<file path="src/rtl/errq_pkg.sv">
package errq_pkg;
  localparam int CUBE_W = 3;
  localparam int ES_W   = 7;

  typedef enum logic [2:0] {
    RSP_READ  = 3'd0,
    RSP_WRITE = 3'd1,
    RSP_MODE  = 3'd2,
    RSP_ERROR = 3'd3
  } rsp_cmd_e;

  typedef struct packed {
    logic [CUBE_W-1:0] cube;
    logic [ES_W-1:0]   status;
  } errq_entry_t;

  localparam logic [1:0] A_READOUT = 2'd0;
  localparam logic [1:0] A_STATUS  = 2'd1;
  localparam logic [1:0] A_ENABLE  = 2'd2;
  localparam logic [1:0] A_GLOBAL  = 2'd3;
endpackage

</file>
<file path="src/rtl/errq_classify.sv">
module errq_classify
  import errq_pkg::*;
#(
  parameter int TAG_W = 9
) (
  input  logic                clk,
  input  logic                rst_n,
  input  logic                in_valid,
  input  logic [2:0]          in_cmd,
  input  logic [TAG_W-1:0]    in_tag,
  input  logic [ES_W-1:0]     in_errstat,
  output logic                in_ready,
  output logic                dp_valid,
  input  logic                dp_ready,
  output logic                dp_err,
  output logic                push_valid,
  output errq_entry_t         push_entry
);
  logic is_err_rsp;

  always_comb begin
    is_err_rsp        = (in_cmd == RSP_ERROR);
    dp_valid          = in_valid && !is_err_rsp;
    in_ready          = is_err_rsp ? 1'b1 : dp_ready;
    dp_err            = |in_errstat;
    push_valid        = in_valid && is_err_rsp;
    push_entry.cube   = in_tag[TAG_W-1 -: CUBE_W];
    push_entry.status = in_errstat;
  end

  // a dedicated error response never leaks onto the data path and is never stalled
  assert_err_not_forwarded_R1: assert property (@(posedge clk) disable iff (!rst_n)
    (in_valid && in_cmd == RSP_ERROR) |-> (!dp_valid && in_ready));
endmodule

</file>
<file path="src/rtl/errq_fifo.sv">
module errq_fifo
  import errq_pkg::*;
#(
  parameter int DEPTH = 16
) (
  input  logic        clk,
  input  logic        rst_n,
  input  logic        push,
  input  errq_entry_t push_data,
  input  logic        pop,
  output errq_entry_t head,
  output logic        empty,
  output logic        drop
);
  localparam int PW = (DEPTH > 1) ? $clog2(DEPTH) : 1;
  localparam int CW = $clog2(DEPTH + 1);

  errq_entry_t     mem [DEPTH];
  logic [PW-1:0]   wptr, rptr;
  logic [CW-1:0]   count;
  logic            full, accept;

  function automatic logic [PW-1:0] nxt(input logic [PW-1:0] p);
    return (p == PW'(DEPTH - 1)) ? '0 : p + 1'b1;
  endfunction

  always_comb begin
    empty  = (count == '0);
    full   = (count == CW'(DEPTH));
    accept = push && (!full || pop);
    drop   = push && full && !pop;
    head   = mem[rptr];
  end

  always_ff @(posedge clk) begin
    if (accept) mem[wptr] <= push_data;
  end

  always_ff @(posedge clk) begin
    if (!rst_n) begin
      wptr  <= '0;
      rptr  <= '0;
      count <= '0;
    end else begin
      if (accept) wptr <= nxt(wptr);
      if (pop)    rptr <= nxt(rptr);
      case ({accept, pop})
        2'b10:   count <= count + 1'b1;
        2'b01:   count <= count - 1'b1;
        default: count <= count;
      endcase
    end
  end

  // occupancy never exceeds the capacity
  assert_no_overflow_R6: assert property (@(posedge clk) disable iff (!rst_n)
    count <= CW'(DEPTH));
  // a discarded push leaves the store full
  assert_drop_keeps_full_R6: assert property (@(posedge clk) disable iff (!rst_n)
    drop |=> (count == CW'(DEPTH)));
  // the register side only removes entries that exist
  assert_pop_nonempty_R5: assert property (@(posedge clk) disable iff (!rst_n)
    pop |-> !empty);
  // a simultaneous accepted push and pop leave the occupancy unchanged
  assert_push_pop_balance_R7: assert property (@(posedge clk) disable iff (!rst_n)
    (push && pop) |=> $stable(count));
endmodule

</file>
<file path="src/rtl/errq_csr.sv">
module errq_csr
  import errq_pkg::*;
(
  input  logic        clk,
  input  logic        rst_n,
  input  logic        csr_sel,
  input  logic        csr_wr,
  input  logic [1:0]  csr_addr,
  input  logic [31:0] csr_wdata,
  output logic [31:0] csr_rdata,
  input  errq_entry_t head,
  input  logic        empty,
  input  logic        drop,
  output logic        pop,
  output logic        irq
);
  logic [1:0]  irq_en;
  logic        glob_en;
  logic        ovf;
  logic [1:0]  status;
  logic        rd, wr_status;
  logic [31:0] rd_mux;

  always_comb begin
    status    = {ovf, !empty};
    rd        = csr_sel && !csr_wr;
    wr_status = csr_sel && csr_wr && (csr_addr == A_STATUS);
    pop       = rd && (csr_addr == A_READOUT) && !empty;
    irq       = glob_en && |(status & irq_en);
    rd_mux    = '0;
    case (csr_addr)
      A_READOUT: if (!empty) begin
        rd_mux[ES_W-1:0] = head.status;
        rd_mux[10:8]     = head.cube;
        rd_mux[16]       = 1'b1;
      end
      A_STATUS: rd_mux[1:0] = status;
      A_ENABLE: rd_mux[1:0] = irq_en;
      default:  rd_mux[0]   = glob_en;
    endcase
  end

  always_ff @(posedge clk) begin
    if (!rst_n) begin
      irq_en    <= '0;
      glob_en   <= 1'b0;
      ovf       <= 1'b0;
      csr_rdata <= '0;
    end else begin
      csr_rdata <= rd ? rd_mux : '0;
      if (csr_sel && csr_wr && csr_addr == A_ENABLE) irq_en  <= csr_wdata[1:0];
      if (csr_sel && csr_wr && csr_addr == A_GLOBAL) glob_en <= csr_wdata[0];
      if (drop)                                     ovf     <= 1'b1;
      else if (wr_status && csr_wdata[1])           ovf     <= 1'b0;
    end
  end

  // a removal always returns a word with the valid bit on the next cycle
  assert_pop_returns_valid_R4: assert property (@(posedge clk) disable iff (!rst_n)
    pop |=> csr_rdata[16]);
  // the overflow flag holds until software clears it
  assert_ovf_sticky_R6: assert property (@(posedge clk) disable iff (!rst_n)
    (ovf && !(wr_status && csr_wdata[1])) |=> ovf);
endmodule

</file>
<file path="src/rtl/err_rsp_capture.sv">
module err_rsp_capture
  import errq_pkg::*;
#(
  parameter int TAG_W = 9,
  parameter int DEPTH = 16
) (
  input  logic             clk,
  input  logic             rst_n,
  input  logic             in_valid,
  output logic             in_ready,
  input  logic [2:0]       in_cmd,
  input  logic [TAG_W-1:0] in_tag,
  input  logic [ES_W-1:0]  in_errstat,
  output logic             dp_valid,
  input  logic             dp_ready,
  output logic [2:0]       dp_cmd,
  output logic [TAG_W-1:0] dp_tag,
  output logic [ES_W-1:0]  dp_errstat,
  output logic             dp_err,
  input  logic             csr_sel,
  input  logic             csr_wr,
  input  logic [1:0]       csr_addr,
  input  logic [31:0]      csr_wdata,
  output logic [31:0]      csr_rdata,
  output logic             irq
);
  logic        push_valid, pop, empty, drop;
  errq_entry_t push_entry, head;

  assign dp_cmd     = in_cmd;
  assign dp_tag     = in_tag;
  assign dp_errstat = in_errstat;

  errq_classify #(.TAG_W(TAG_W)) u_cls (
    .clk(clk), .rst_n(rst_n), .in_valid(in_valid), .in_cmd(in_cmd),
    .in_tag(in_tag), .in_errstat(in_errstat), .in_ready(in_ready),
    .dp_valid(dp_valid), .dp_ready(dp_ready), .dp_err(dp_err),
    .push_valid(push_valid), .push_entry(push_entry)
  );

  errq_fifo #(.DEPTH(DEPTH)) u_fifo (
    .clk(clk), .rst_n(rst_n), .push(push_valid), .push_data(push_entry),
    .pop(pop), .head(head), .empty(empty), .drop(drop)
  );

  errq_csr u_csr (
    .clk(clk), .rst_n(rst_n), .csr_sel(csr_sel), .csr_wr(csr_wr),
    .csr_addr(csr_addr), .csr_wdata(csr_wdata), .csr_rdata(csr_rdata),
    .head(head), .empty(empty), .drop(drop), .pop(pop), .irq(irq)
  );
endmodule

</file>
<file path="config.mk">
export PLATFORM = sky130hd
export DESIGN_NAME = err_rsp_capture
export DESIGN_NICKNAME = d
export VERILOG_FILES = /design/src/rtl/errq_pkg.sv /design/src/rtl/errq_classify.sv /design/src/rtl/errq_fifo.sv /design/src/rtl/errq_csr.sv /design/src/rtl/err_rsp_capture.sv
export SDC_FILE = /design/constraint.sdc
export NUM_CORES = 1
export LEC_CHECK = 0
export ABC_AREA = 0
export CAP_MARGIN = 20
export CORE_MARGIN = 10
export CORE_UTILIZATION = 42
export DETAILED_ROUTE_END_ITERATION = 10
export PLACE_DENSITY_LB_ADDON = 0.05
export SLEW_MARGIN = 5
export SYNTH_ARGS = -nofsm -noshare
export SYNTH_HDL_FRONTEND = slang
export SYNTH_SLANG_ARGS = --single-unit
</file>
<file path="constraint.sdc">
create_clock -name clk -period 4.2 [get_ports clk]
set_input_delay 0.84 -clock clk [delete_from_list [all_inputs] [get_ports clk]]
set_output_delay 0.84 -clock clk [all_outputs]
set_load 0.005 [all_outputs]
</file>
# After elaboration in Yosys (flattened, before gate mapping)
# Memory sizes are Yosys's and may differ from the RTL's. A register that Yosys moved wholly into a read port is not among the register bits.
# Index checks and enable logic that the tools add are counted.
# word_totals
regBits	49
mem_bits_rw	160
elab_cells	71
mem_count	1
# mem_list
memory	depth	width	rd	rd_ports_with_merged_regs	write_ports	line_no	rtl
u_fifo.mem	16	10	1	1	1	errq_fifo.sv:18	errq_entry_t mem [DEPTH];
# classes
n_addsub	4
eq_ne	9
n_mux	14
bitwise_logic	4
reduce_logical	29
# ops
op	n
2-to-1 mux 4 bit	4
logical AND 1 bit	14
case mux 5 bit (2 select lines)	1
adder 4 x 1 -> 4 bit, second input constant	2
== test 4 bit, second input constant	2
2-to-1 mux 7 bit	1
OR reduction 7 bit	1
== test 2 bit, second input constant	3
2-to-1 mux 1 bit	6
case mux 1 bit (3 select lines)	2
adder 5 x 1 -> 5 bit, second input constant	1
== test 5 bit, second input constant	1
zero test 1 bit	5
zero test 5 bit	1
subtractor 5 x 1 -> 5 bit, second input constant	1
== test 2 x 1 -> 1 bit, second input constant	2
nonzero test 2 bit	2
OR reduction 4 bit	1
== test 3 x 2 -> 1 bit, second input constant	1
NOT 1 bit	3
AND reduction 3 bit	1
bitwise AND 2 bit	1
zero test 2 bit	1
AND reduction 2 bit	1
other kinds (2)	2

# Logic depth before layout (Yosys ltp)
# logic_depth
depth_word	8
ltp_mapped	9

# Cells and area by module
# Synthesis repeated with hierarchy kept, for this count alone.
# unflattened
hier_cells	451
area_unflattened_um2	8134.1
# by_module_without_submodules
module	instances	cells_each	area_each_um2
errq_fifo	1	340	7134.3
errq_csr	1	74	739.5
err_rsp_capture	1	19	142.6
errq_classify	1	18	117.6

# Least setup slack after synthesis
# No wires, ideal clock.
# synth_path
path_type	input to register
from	input port csr_addr[1]
to	register u_fifo.count[4]
arrival_ns	2.779
required_ns	4.079
slack_ns	1.300
stages	8
path_buffers	1
path_cell_list	buf_4 -> or4b_4 -> a211oi_4 -> xor2_1 -> ha_1 -> o21a_1 -> o2bb2ai_2 -> mux2_4
# synth_between
elab_chain_cells	7
# synth_lines
element	line_no	rtl
from (decl)	err_rsp_capture.sv:22	input logic [1:0] csr_addr,
zero test 2 bit (*)	errq_csr.sv:28	pop = rd && (csr_addr == A_READOUT) && !empty;
logical AND 1 bit (*) (2 in a row)	errq_csr.sv:28	
logical OR 1 bit	errq_fifo.sv:30	accept = push && (!full || pop);
logical AND 1 bit	errq_fifo.sv:30	
== test 2 x 1 -> 1 bit / == test 2 bit (equally long branches)	errq_fifo.sv:47	case ({accept, pop})
case mux 5 bit (2 select lines) / nonzero test 2 bit (equally long branches)	--	
to (signal assigned)	errq_fifo.sv:48	2'b10: count <= count + 1'b1;
to (signal assigned)	errq_fifo.sv:49	2'b01: count <= count - 1'b1;
to (signal assigned)	errq_fifo.sv:50	default: count <= count;
to (decl)	errq_fifo.sv:20	logic [CW-1:0] count;
# Every way passes the cells marked *; elsewhere a longest branch is shown, timed or not.
# A chain may end at the register's enable or synchronous reset.

# Final worst setup path
# layout_path
from	input port in_errstat[2]
to	output port dp_err
# layout_between
elab_chain_cells	1
# layout_lines
element	line_no	rtl
from (decl)	err_rsp_capture.sv:13	input logic [ES_W-1:0] in_errstat,
OR reduction 7 bit	errq_classify.sv:25	dp_err = |in_errstat;
to (decl)	err_rsp_capture.sv:19	output logic dp_err,
# No other way between the ends.

==> results.ini <==
[clock_tree]
clk_latency_ns = 0.43
clk_pin_slew_ns = 0.06
cts_tree = done
post_cts_buffers = 0
cts_sinks = 192
cts_max_level = 4
post_cts_resized = 0
clockBufferDepth = 2
holdBufCountCts = 0
root_buffer = clkbuf_16
cts_buffers = 17

[critical_path]
cp_max_fo = 8
critPathLaunchType = input pin
cp_data_arrival_time_ns = 2.58
worstPathRequired_ns = 3.36
worstSetupEndpointType = primary output
critical_path_class = in -> out

[timing]
finalCritPeriodShare_pct = 81.3
finalHoldViolations = 0
slew_viol_final = 0
whs_ns = 0.500
max_slew.worst_pin.slew_ns = 0.813
slew_headroom_pct = 45.7
fmaxAchievable_mhz = 293
setup_tns_ns = 0
rsz0062_at_grt = false
skew_ns = 0.00813
min_period_ns = 3.42
setup_viol = 0

[power_and_ir_drop]
p_sw_uw = 757
comb_power_share_pct = 3.0
power.share.switching_pct = 19.8
pwr-share-seq_pct = 54.1
clkPwrFrac_pct = 42.9
power_mw = 3.82
ir_worst_vdd_mv = 0.294
power_density_nw_per_um2 = 407
power.leakage_nw = 3.04
intPower_mw = 3.06

[floorplan]
num_rows = 50
dieHeight_um = 159
die_w_um = 159
io_pins = 114
die-area_um2 = 25200
start_util_pct = 42.9
core_area_um2 = 18800

[drt]
drt_wl_total_um = 17600
via_per_inst = 5.22
wl_per_cell_um = 21.6
routed-via-count = 4252
drc_errors = 0
drtIter0Drc = 277
ant_nets = 0
drtPass1Iterations = 4

[grt]
grt_max_degree = 26
globalRoute.totalOverflow = 0
antenna_found_initial = 0
grt_pass1_wl_um = 26400
grt_pass1_vias = 4322
grt_util_all_layers_pct = 14.4

[synth]
ys_seq_elements = 192
yosys_warnings = 0
synth_area_um2 = 8080
synthCells = 486
avgSynthCellArea_um2 = 16.6
synth-async-reset-ratio_pct = 0
synth_edf_count = 160
yosysUniqueCellTypes = 56
ys.flop_type = edfxtp_1
yosysSeqAreaShare_pct = 67.4

[cells_and_area]
final_layout_size_suffix_gt1_share_pct = 20.4
fill_cells = 1587
fin_nets = 608
antenna_cells = 0
area_delta_synth_final_pct = 16.2
final_cells = 815

[run_status]
outcome = completed

[placed_design]
dp_hpwl_um = 11700
place.gp.congestion = 0.745
placed_cells = 783
port_buffers = 50

[hold_path]
hp-class = reg -> reg

[job]
drv_cap = 0

## synth_stat cells, types with 2 or more instances
cell	instances	area, um^2
edfxtp_1	160	4800
buf_4	43	323
mux4_2	37	833
dfxtp_1	32	641
nor2_1	22	82.6
mux2i_1	20	200
nand2_1	20	75.1
a211oi_1	16	120
a21oi_1	10	50.1
nor2b_1	10	62.6
and2_1	9	56.3
clkbuf_1	9	33.8
o21ai_0	9	45.0
buf_2	8	40.0
nand3_1	8	40.0
ha_1	7	87.6
inv_1	5	18.8
xor2_1	5	43.8
and3_1	4	25.0
nor3_1	4	20.0
and4_1	3	26.3
buf_6	3	33.8
nand4b_1	3	26.3
a31oi_1	2	12.5
and2b_1	2	15.0
nand2b_1	2	12.5
nand3b_1	2	15.0
nand4_1	2	12.5
xnor2_1	2	17.5
## sequential cells by signal, indices dropped and copies added (netlist names), named ones only
| register | flops |
|---|---|
| u_fifo.rptr | 4 |
| u_fifo.mem | 160 |
| u_fifo.wptr | 4 |
| u_csr.glob_en | 1 |
| u_fifo.count | 5 |
| u_csr.csr_rdata | 11 |
| u_csr.ovf | 1 |
| u_csr.irq_en | 2 |
## worst paths after layout
path / from / end / slack (ns) / cells after the start
min reg2reg: u_fifo.rptr[1]$_SDFFE_PN0N_ / flop / 0.50 / 2
max reg2reg: flop / u_csr.csr_rdata[9]$_SDFF_PP0_ / 1.66 / 5
max: in_errstat[2] / dp_err / 0.78 / 4
min: u_fifo.rptr[1]$_SDFFE_PN0N_ / flop / 0.50 / 2
## per-layer routing
metal,routed length [um],up-vias,track usage [%]
li1,-,1950,-
met4,282,0,4.98
met1,7880,2181,19.0
met3,840,20,2.81
met5,0,-,0
met2,8650,101,23.3
## critical path, cell delays in order
cell	delay (ns)
clkdlybuf4s50_1	0.58
nor4_1	0.51
nand2_1	0.16
clkdlybuf4s50_1	0.49
## cell type report
cell class	instances	area, um^2	area share, %
Sequential cell	192	5450	58.1
Multi-Input combinational cell	245	2250	24.0
Timing Repair Buffer	80	726	7.74
Clock buffer	22	484	5.16
Tap cell	260	325	3.47
Clock inverter	10	124	1.32
Inverter	6	22.5	0.240
## power groups by stage
stage                     clock (mW)  sequential [mW]  combinational [mW]
after floorplan                    0             2.11              0.0630
after global placement             0             2.11               0.113
final                           1.64             2.06               0.115
after detailed placement           0             2.11               0.116
after CTS                       1.68             2.06               0.117
after global routing            1.75             2.06               0.126
## placed cells by master (no fill, tap or decap), drive strengths merged, types with 8 or more instances in the layout
| master | n |
|---|---|
| edfxtp | 160 |
| clkdlybuf4s50 | 50 |
| mux4 | 37 |
| dfxtp | 32 |
| buf | 30 |
| nor2 | 22 |
| clkbuf | 22 |
| conb | 21 |
| nand2 | 20 |
| mux2i | 20 |
| a211oi | 17 |
| nor2b | 10 |
| a21oi | 10 |
| o21ai | 10 |
| and2 | 9 |
| nand3 | 8 |
| inv | 8 |
## stage by stage
step	area [um^2]	setup WS [ns]	utilization (%)
after global placement	8770	0.683	46.6
after floorplan	8150	1.30	-
final	9380	0.784	49.8
after global routing	9380	0.675	49.8
after detailed placement	8770	0.637	46.6
after CTS	9380	0.738	49.8
## logic make-up after synthesis
kind of cell,Yosys count,synth area share (%)
AOI/OAI and AO/OA,53,5.04
xor gates and xnor gates,7,0.759
adders and majority gates,7,1.08
buffers and inverters,69,5.61
DFF,192,67.4
muxes,59,13.1
other,1,0.0464
and+or+nand+nor,98,6.91
(Power assumes the default switching activity.)
